## config.mk

```make
export PLATFORM = sky130hd
export DESIGN_NAME = adc_sel_shadow
export DESIGN_NICKNAME = d
export VERILOG_FILES = /design/src/rtl/adc_sel_pkg.sv /design/src/rtl/adc_sel_buffer.sv /design/src/rtl/adc_sel_active.sv /design/src/rtl/adc_sel_settle.sv /design/src/rtl/adc_sel_seq.sv /design/src/rtl/adc_sel_shadow.sv
export SDC_FILE = /design/constraint.sdc
export NUM_CORES = 1
export LEC_CHECK = 0
export BUFFER_PORTS_ARGS = -buffer_cell sky130_fd_sc_hd__buf_4
export CORE_ASPECT_RATIO = 2
export CORE_MARGIN = 2
export CORE_UTILIZATION = 30
export DETAILED_ROUTE_END_ITERATION = 6
export PLACE_DENSITY = 0.6
export SYNTH_ARGS = -nofsm -noshare
export SYNTH_HDL_FRONTEND = slang
export SYNTH_SLANG_ARGS = --single-unit
```

## constraint.sdc

```tcl
create_clock -name clk -period 3.21 [get_ports clk]
set_input_delay 0.963 -clock clk [delete_from_list [all_inputs] [get_ports clk]]
set_output_delay 0.963 -clock clk [all_outputs]
set_load 0.05 [all_outputs]
```

## src/rtl/adc_sel_pkg.sv

```systemverilog
package adc_sel_pkg;
   localparam int CHAN_LO_W  = 5;
   localparam int CHAN_HI_W  = 1;
   localparam int REF_SEL_W  = 2;
   localparam int SETTLE_DEF = 16;

   // how the active reference picks up the buffered value
   typedef enum logic {
      REF_ON_RISE = 1'b1,   // load only as enable rises
      REF_WHILE_OFF = 1'b0  // follow buffer whenever disabled
   } ref_mode_e;
endpackage

```

## src/rtl/adc_sel_buffer.sv

```systemverilog
module adc_sel_buffer #(
   parameter int LO_W  = adc_sel_pkg::CHAN_LO_W,
   parameter int HI_W  = adc_sel_pkg::CHAN_HI_W,
   parameter int REF_W = adc_sel_pkg::REF_SEL_W,
   localparam int CH_W = LO_W + HI_W
) (
   input  logic             clk,
   input  logic             rst_n,
   input  logic             wr_hi_i,
   input  logic [HI_W-1:0]  wr_hi_data_i,
   input  logic             wr_lo_i,
   input  logic [LO_W-1:0]  wr_lo_data_i,
   input  logic             wr_ref_i,
   input  logic [REF_W-1:0] wr_ref_data_i,
   output logic [CH_W-1:0]  chan_buf_o,
   output logic [REF_W-1:0] ref_buf_o
);
   logic [HI_W-1:0] hi_q;

   if (LO_W < 1 || HI_W < 1) begin : g_bad_chan
      $error("adc_sel_buffer: channel fields need at least one bit");
   end
   if (REF_W < 1) begin : g_bad_ref
      $error("adc_sel_buffer: reference field needs at least one bit");
   end

   always_ff @(posedge clk or negedge rst_n) begin
      if (!rst_n) begin
         hi_q       <= '0;
         chan_buf_o <= '0;
         ref_buf_o  <= '0;
      end else begin
         if (wr_hi_i)  hi_q       <= wr_hi_data_i;
         if (wr_lo_i)  chan_buf_o <= {hi_q, wr_lo_data_i};
         if (wr_ref_i) ref_buf_o  <= wr_ref_data_i;
      end
   end


   buf_commit_chk: assert property (@(posedge clk) disable iff (!rst_n)
      !wr_lo_i |=> $stable(chan_buf_o));
endmodule

```

## src/rtl/adc_sel_active.sv

```systemverilog
module adc_sel_active #(
   parameter int CH_W  = adc_sel_pkg::CHAN_LO_W + adc_sel_pkg::CHAN_HI_W,
   parameter int REF_W = adc_sel_pkg::REF_SEL_W,
   parameter adc_sel_pkg::ref_mode_e REF_MODE = adc_sel_pkg::REF_ON_RISE
) (
   input  logic             clk,
   input  logic             rst_n,
   input  logic             en_i,
   input  logic             lock_i,
   input  logic [CH_W-1:0]  chan_buf_i,
   input  logic [REF_W-1:0] ref_buf_i,
   output logic [CH_W-1:0]  act_chan_o,
   output logic [REF_W-1:0] act_ref_o,
   output logic             chan_chg_o
);
   logic en_q;

   always_ff @(posedge clk or negedge rst_n) begin
      if (!rst_n) begin
         en_q       <= 1'b0;
         act_chan_o <= '0;
      end else begin
         en_q <= en_i;
         if (!lock_i) act_chan_o <= chan_buf_i;
      end
   end

   if (REF_MODE == adc_sel_pkg::REF_ON_RISE) begin : g_ref_rise
      always_ff @(posedge clk or negedge rst_n) begin
         if (!rst_n)             act_ref_o <= '0;
         else if (en_i && !en_q) act_ref_o <= ref_buf_i;
      end
   end else begin : g_ref_off
      always_ff @(posedge clk or negedge rst_n) begin
         if (!rst_n)     act_ref_o <= '0;
         else if (!en_i) act_ref_o <= ref_buf_i;
      end
   end

   assign chan_chg_o = en_i && !lock_i && (chan_buf_i != act_chan_o);


   chan_lock_chk: assert property (@(posedge clk) disable iff (!rst_n)
      lock_i |=> $stable(act_chan_o));

   ref_hold_chk: assert property (@(posedge clk) disable iff (!rst_n)
      (en_i && en_q) |=> $stable(act_ref_o));
endmodule

```

## src/rtl/adc_sel_settle.sv

```systemverilog
module adc_sel_settle #(
   parameter int SETTLE_CYC = adc_sel_pkg::SETTLE_DEF,
   localparam int CNT_W = $clog2(SETTLE_CYC + 1)
) (
   input  logic clk,
   input  logic rst_n,
   input  logic en_i,
   input  logic load_i,
   output logic busy_o
);
   logic [CNT_W-1:0] cnt_q;

   if (SETTLE_CYC < 1) begin : g_bad_settle
      $error("adc_sel_settle: SETTLE_CYC must be at least 1");
   end

   always_ff @(posedge clk or negedge rst_n) begin
      if (!rst_n)              cnt_q <= '0;
      else if (!en_i)          cnt_q <= '0;
      else if (load_i)         cnt_q <= CNT_W'(SETTLE_CYC);
      else if (cnt_q != '0)    cnt_q <= cnt_q - CNT_W'(1);
   end

   assign busy_o = (cnt_q != '0);


   settle_range_chk: assert property (@(posedge clk) disable iff (!rst_n)
      cnt_q <= CNT_W'(SETTLE_CYC));
endmodule

```

## src/rtl/adc_sel_seq.sv

```systemverilog
module adc_sel_seq (
   input  logic clk,
   input  logic rst_n,
   input  logic en_i,
   input  logic start_i,
   input  logic auto_en_i,
   input  logic trig_i,
   input  logic done_i,
   input  logic settle_busy_i,
   input  logic settle_load_i,
   output logic lock_o,
   output logic grant_o
);
   logic pend_q;
   logic go;
   logic want;

   assign go   = en_i && !lock_o && (start_i || (auto_en_i && trig_i));
   assign want = go || (pend_q && en_i && !done_i);

   always_ff @(posedge clk or negedge rst_n) begin
      if (!rst_n) begin
         lock_o  <= 1'b0;
         pend_q  <= 1'b0;
         grant_o <= 1'b0;
      end else begin
         grant_o <= 1'b0;
         if (!en_i) begin
            lock_o <= 1'b0;
            pend_q <= 1'b0;
         end else begin
            if (go)          lock_o <= 1'b1;
            else if (done_i) lock_o <= 1'b0;
            if (want && !settle_busy_i && !settle_load_i) begin
               grant_o <= 1'b1;
               pend_q  <= 1'b0;
            end else begin
               pend_q  <= want;
            end
         end
      end
   end


   grant_lock_chk: assert property (@(posedge clk) disable iff (!rst_n)
      grant_o |-> lock_o);

   grant_quiet_chk: assert property (@(posedge clk) disable iff (!rst_n)
      grant_o |-> !settle_busy_i);

   grant_pulse_chk: assert property (@(posedge clk) disable iff (!rst_n)
      grant_o |=> !grant_o);
endmodule

```

## src/rtl/adc_sel_shadow.sv

```systemverilog
module adc_sel_shadow #(
   parameter int LO_W       = adc_sel_pkg::CHAN_LO_W,
   parameter int HI_W       = adc_sel_pkg::CHAN_HI_W,
   parameter int REF_W      = adc_sel_pkg::REF_SEL_W,
   parameter int SETTLE_CYC = adc_sel_pkg::SETTLE_DEF,
   parameter adc_sel_pkg::ref_mode_e REF_MODE = adc_sel_pkg::REF_ON_RISE
) (
   input  logic                 clk,
   input  logic                 rst_n,
   input  logic                 wr_hi_i,
   input  logic [HI_W-1:0]      wr_hi_data_i,
   input  logic                 wr_lo_i,
   input  logic [LO_W-1:0]      wr_lo_data_i,
   input  logic                 wr_ref_i,
   input  logic [REF_W-1:0]     wr_ref_data_i,
   input  logic                 en_i,
   input  logic                 start_i,
   input  logic                 auto_en_i,
   input  logic                 trig_i,
   input  logic                 done_i,
   output logic [LO_W+HI_W-1:0] act_chan_o,
   output logic [REF_W-1:0]     act_ref_o,
   output logic                 settle_busy_o,
   output logic                 sample_grant_o
);
   localparam int CH_W = LO_W + HI_W;

   logic [CH_W-1:0]  chan_buf;
   logic [REF_W-1:0] ref_buf;
   logic             lock;
   logic             chan_chg;

   adc_sel_buffer #(.LO_W(LO_W), .HI_W(HI_W), .REF_W(REF_W)) u_buf (
      .clk(clk), .rst_n(rst_n),
      .wr_hi_i(wr_hi_i), .wr_hi_data_i(wr_hi_data_i),
      .wr_lo_i(wr_lo_i), .wr_lo_data_i(wr_lo_data_i),
      .wr_ref_i(wr_ref_i), .wr_ref_data_i(wr_ref_data_i),
      .chan_buf_o(chan_buf), .ref_buf_o(ref_buf)
   );

   adc_sel_active #(.CH_W(CH_W), .REF_W(REF_W), .REF_MODE(REF_MODE)) u_act (
      .clk(clk), .rst_n(rst_n), .en_i(en_i), .lock_i(lock),
      .chan_buf_i(chan_buf), .ref_buf_i(ref_buf),
      .act_chan_o(act_chan_o), .act_ref_o(act_ref_o), .chan_chg_o(chan_chg)
   );

   adc_sel_settle #(.SETTLE_CYC(SETTLE_CYC)) u_settle (
      .clk(clk), .rst_n(rst_n), .en_i(en_i), .load_i(chan_chg),
      .busy_o(settle_busy_o)
   );

   adc_sel_seq u_seq (
      .clk(clk), .rst_n(rst_n), .en_i(en_i), .start_i(start_i),
      .auto_en_i(auto_en_i), .trig_i(trig_i), .done_i(done_i),
      .settle_busy_i(settle_busy_o), .settle_load_i(chan_chg),
      .lock_o(lock), .grant_o(sample_grant_o)
   );


   settle_on_change_chk: assert property (@(posedge clk) disable iff (!rst_n)
      ($past(en_i) && !$stable(act_chan_o)) |-> settle_busy_o);

   no_grant_off_chk: assert property (@(posedge clk) disable iff (!rst_n)
      !$past(en_i) |-> !sample_grant_o);
endmodule

```

==> results of run 1 <==
## routing by layer
metal	GRT usage, %	part of all wire [%]	up-vias
met5	0	0	-
met4	3.47	0.56	0
met3	1.81	4.5	2
met2	19.3	59	22
met1	11.7	36	350
li1	-	-	342
## through the flow
step | total power (uW) | cells | area (sq um) | utilization, % | worst slack (ns)
final | 854 | 160 | 1420 | 39.7 | 0.572
after global routing | 898 | 160 | 1420 | 39.7 | 0.485
after CTS | 867 | 160 | 1420 | 39.7 | 0.572
after detailed placement | 659 | 156 | 1360 | 38.2 | 0.873
after global placement | 649 | 156 | 1360 | 38.2 | 0.991
after floorplan | 571 | 82 | 1110 | - | 1.03
## cell usage after synthesis
| master | count | share of area, % |
|---|---|---|
| dfrtp_1 | 26 | 59 |
| mux2_2 | 18 | 18 |
| inv_1 | 5 | 1.7 |
| xor2_1 | 5 | 4.0 |
| nor2_1 | 4 | 1.4 |
| a21oi_1 | 3 | 1.4 |
| and3_1 | 3 | 1.7 |
| xnor2_1 | 3 | 2.4 |
| clkbuf_1 | 2 | 0.68 |
| nand2_1 | 2 | 0.68 |
| a211oi_1 | 1 | 0.68 |
| a31o_2 | 1 | 0.79 |
| and4_1 | 1 | 0.79 |
| ha_1 | 1 | 1.1 |
| nor3_1 | 1 | 0.45 |
| nor3b_1 | 1 | 0.68 |
| nor4_1 | 1 | 0.57 |
| nor4b_1 | 1 | 0.79 |
| nor4b_4 | 1 | 2.1 |
| o21ai_0 | 1 | 0.45 |
| o22ai_1 | 1 | 0.57 |
## flip-flops by register name (all words and copies together), names as in the netlist, 2 cells and up
name,flops
u_buf.ref_buf_o,2
u_buf.chan_buf_o,6
u_settle.cnt_q,5
u_act.act_ref_o,2
u_act.act_chan_o,6
## logic make-up (layout without fill, tap and decap cells)
logic type	count (synthesis)	after routing	synth area share, %
flops	26	26	58.8
mux	18	18	18.3
simple gates	15	15	9.16
xor+xnor	8	8	6.34
compound gates	7	7	3.85
buf+inv	7	36	2.38
fa+ha+maj	1	1	1.13
## where the power goes
| part | internal [uW] | total (uW) | switching [uW] |
|---|---|---|---|
| clock | 109 | 207 | 97.7 |
| sequential | 366 | 401 | 34.3 |
| combinational | 105 | 246 | 141 |
## critical path, cell delays in order, from the launching register on
cell	delay [ns]
dfrtp_1	0.42
inv_1	0.09
ha_1	0.20
nor4b_4	0.37
inv_1	0.12
buf_4	0.21
## worst paths after layout
path                                          startpoint                               to  cells past startpoint
max                        u_settle.cnt_q[0]$_DFFE_PN0P_                    settle_busy_o                      5
min                               u_buf.hi_q$_DFFE_PN0P_           u_buf.hi_q$_DFFE_PN0P_                      1
max reg2reg                u_settle.cnt_q[0]$_DFFE_PN0P_    u_settle.cnt_q[2]$_DFFE_PN0P_                      6
min reg2reg                       u_buf.hi_q$_DFFE_PN0P_           u_buf.hi_q$_DFFE_PN0P_                      1
max in group asynchronous                          rst_n   u_buf.ref_buf_o[0]$_DFFE_PN0P_                      1
min in group asynchronous                          rst_n  u_buf.chan_buf_o[1]$_DFFE_PN0P_                      1
## area by class of cell
class                      count  area (sq um)
clock buffer                   4          55.1
fill                         366          2150
inverter                       5          18.8
multi-input combinational     49           429
sequential                    26           651
tap                           49          61.3
timing repair buffer          27           203
==> results.json, run 1 <==
{
  "post-dp-hpwl_um": 1730,
  "cts_resized": 0,
  "setup_violations": 0,
  "cts-root-buf": "clkbuf_8",
  "min_path_type": "flop to flop",
  "die-area_sq_mm": 0.00422,
  "fin_crit_sh_pct": 82.2,
  "via_per_inst": 4.48,
  "worst-path-max-fanout": 6,
  "clkSinkCount": 26,
  "fin_crit_ns": 2.64,
  "drcViolationCount": 0,
  "synth.distinct_cells": 21,
  "timing.fmax_mhz": 379,
  "cp-start-kind": "flop",
  "drt_iter0_markers": 16,
  "cp_data_arrival_time_ns": 1.67,
  "die_w_um": 46.9,
  "wl_um": 2140,
  "antenna_left": 0,
  "path_clk_slew_ns": 0.09,
  "cp.required_ns": 2.25,
  "crit_path_end_kind": "primary output",
  "grt_usage_pct": 10.7,
  "insertion_delay_ns": 0.26,
  "maxSlewHeadroom_pct": 74.2,
  "wire_per_inst_um": 13.4,
  "nNetsFinal": 131,
  "antenna_cells": 0,
  "die_h_um": 89.9,
  "vias": 716,
  "clk_path_buf_depth": 2,
  "synth_area_sq_mm": 0.00111,
  "final-max-slew-violation-count": 0,
  "grt_max_degree": 27,
  "cts_tree": "built",
  "io_pins": 28,
  "drt_pass1_iterations": 4,
  "grt_overflow_total": 0,
  "max_cap_viol_count": 0,
  "final.setup.tns_ns": 0,
  "tightest_slew_ns": 0.385,
  "cts_setup_buffers": 0,
  "antenna_found_initial": 0,
  "numCtsBuffers": 3,
  "start_util_pct": 31.0,
  "outcome": "finished clean",
  "peakVddDrop_v": 0.000217,
  "area_growth_syn_to_layout_pct": 28.2,
  "synth_seq_area_share_pct": 58.8,
  "gp_congestion": 0.772,
  "ctsHoldBuffers": 0,
  "mostFrequentLayoutCells": "27 x buf_4, 26 x dfrtp_1, 18 x mux2_2",
  "placeableCoreArea_sq_mm": 0.00357,
  "synthesis.instances": 82,
  "avgSynthCellArea_sq_um": 13.5,
  "r2r_slack_ns": 1.52,
  "cts.htree.levels": 1,
  "mostFrequentLayoutCell": "buf_4",
  "rows": 31,
  "port_buffers": 27,
  "finClkSkew_ns": 0.00262,
  "grt_pass1_wl_um": 3350,
  "fin_hold_ws_ns": 0.513,
  "ys_warn_count": 0,
  "ys_ff_latch": 26,
  "powerDensity_mw_per_mm2": 602,
  "setup.worst_path.class": "flop to primary output",
  "syn-num-nets": 101,
  "grt_pass1_vias": 775,
  "final_layout_size_suffix_gt1_share_pct": 45.9,
  "grt_setup_unrepaired": "no",
  "hold_viol": 0,
  "leakage_uw": 0.000659
}
Note: power is estimated with default switching activity, not from simulation.
==> run 2: changes to the inputs <==
Clock period 3.21 ns to 2.74 ns, I/O delays scaled along.
==> results.json, run 2 (synthesis results as in run 1) <==
{
  "cp.required_ns": 1.92,
  "switchingPower_uw": 315,
  "final.setup.tns_ns": 0,
  "setup.worst_path.class": "flop to primary output",
  "path_clk_slew_ns": 0.08,
  "placed_cells": 156,
  "timing.fmax_mhz": 401,
  "max_cap_viol_count": 0,
  "leakage_uw": 0.000659,
  "outcome": "finished clean",
  "crit_path_end_kind": "primary output",
  "combPwrFrac_pct": 29.0,
  "grt_overflow_total": 0,
  "n_fill_cell": 376,
  "fin_hold_ws_ns": 0.457,
  "placeableCoreArea_sq_mm": 0.00357,
  "area_growth_syn_to_layout_pct": 28.2,
  "finClkSkew_ns": 0.00338,
  "switching_share_pct": 31.7,
  "seq_power_share_pct": 47.1,
  "use_met1_pct": 11.7,
  "tightest_slew_ns": 0.381,
  "maxSlewHeadroom_pct": 74.5,
  "grt_max_degree": 27,
  "rows": 31,
  "post-dp-hpwl_um": 1700,
  "start_util_pct": 31.0,
  "nNetsFinal": 131,
  "antenna_cells": 0,
  "via_per_inst": 4.45,
  "cp_data_arrival_time_ns": 1.67,
  "critical_path_depth": 5,
  "drt_iter0_markers": 12,
  "grt_pass1_wl_um": 3420,
  "setup_violations": 0,
  "fin_crit_sh_pct": 91.1,
  "crit_path_cell_trace": "inv_1 -> ha_1 -> nor4b_4 -> inv_1 -> buf_4",
  "powerDensity_mw_per_mm2": 702,
  "fin_cells": 160,
  "port_buffers": 27,
  "reg2regPathDepth": 6,
  "crit_family": "buffers and inverters",
  "die-area_sq_mm": 0.00422,
  "clkSinkCount": 26,
  "wl_um": 2130,
  "wire_per_inst_um": 13.3,
  "cts_tree": "built",
  "reg.largest.list": "u_act.act_chan_o (6), u_buf.chan_buf_o (6), u_settle.cnt_q (5)",
  "cts-root-buf": "clkbuf_8",
  "grt_setup_unrepaired": "no",
  "p_clk_share_pct": 23.8,
  "peakVddDrop_v": 0.000258,
  "grt_pass1_vias": 779,
  "drcViolationCount": 0,
  "mostFrequentLayoutCells": "27 x buf_4, 26 x dfrtp_1, 18 x mux2_2",
  "drt_pass1_iterations": 4,
  "ctsHoldBuffers": 0,
  "die_w_um": 46.9,
  "grt_usage_pct": 10.9,
  "slowest_delay_ns": 0.42,
  "antenna_left": 0,
  "worst-path-buf-inv": 3,
  "insertion_delay_ns": 0.26,
  "final-max-slew-violation-count": 0,
  "mostFrequentLayoutCell": "buf_4",
  "worst-path-max-fanout": 6,
  "hold_viol": 0,
  "io_pins": 28,
  "cts_setup_buffers": 0,
  "numCtsBuffers": 3,
  "p_int_uw": 680,
  "globalRouteMet2Util_pct": 19.5,
  "final_layout_size_suffix_gt1_share_pct": 45.9,
  "use_met3_pct": 2.01,
  "die_h_um": 89.9,
  "cp-start-kind": "flop",
  "cts.htree.levels": 1,
  "busiest_layer": "met2",
  "antenna_found_initial": 0,
  "vias": 712,
  "cts_resized": 0,
  "crit_top_cell": "inv_1",
  "gp_congestion": 0.772,
  "clk_path_buf_depth": 2,
  "fin_crit_ns": 2.50,
  "min_path_type": "input port to async pin",
  "critPathSlowestCell": "dfrtp_1"
}
## run 2: cell counts in the layout (fill, tap and decap cells not counted)
No cell type changed its count.
## run 2: metrics by stage
stage	cell area [sq um]	total power, uW	utilization, %	worst slack [ns]
6_report	1420	995	39.7	0.244
5_1_grt	1420	1050	39.7	0.145
4_1_cts	1420	1020	39.7	0.250
3_5_place_dp	1360	771	38.2	0.548
3_3_place_gp	1360	761	38.2	0.662
2_1_floorplan	1110	669	-	0.703
## run 2: layer usage
layer / vias to the layer above / wire length [um]
met1: 348 / 779
met5: - / 0
met4: 0 / 11
li1: 338 / -
met3: 2 / 108
met2: 24 / 1230
## run 2: final timing paths
check,start,endpoint,slack [ns]
worst max-delay path,u_settle.cnt_q[0]$_DFFE_PN0P_,settle_busy_o,0.24
worst min-delay path,rst_n,u_buf.chan_buf_o[1]$_DFFE_PN0P_,0.46
worst max register to register,u_settle.cnt_q[0]$_DFFE_PN0P_,u_settle.cnt_q[2]$_DFFE_PN0P_,1.04
worst min register to register,u_buf.ref_buf_o[1]$_DFFE_PN0P_,u_act.act_ref_o[1]$_DFFE_PN0P_,0.51
max in group asynchronous,rst_n,u_act.act_chan_o[3]$_DFFE_PN0N_,2.03
min in group clk,u_buf.ref_buf_o[1]$_DFFE_PN0P_,u_act.act_ref_o[1]$_DFFE_PN0P_,0.51
## run 2: power by group through the flow
stage | sequential, uW | combinational [uW] | clock [uW]
2_1_floorplan | 542 | 127 | 0
4_1_cts | 470 | 293 | 252
6_report | 469 | 289 | 237
5_1_grt | 478 | 308 | 265
3_5_place_dp | 478 | 293 | 0
3_3_place_gp | 475 | 286 | 0
## run 2: final cells by class
class / count / area [sq um] / area share, %
Clock buffer: 4 / 55.1 / 3.88
Inverter: 5 / 18.8 / 1.32
Multi-Input combinational cell: 49 / 429 / 30.3
Sequential cell: 26 / 651 / 45.9
Tap cell: 49 / 61.3 / 4.32
Timing Repair Buffer: 27 / 203 / 14.3
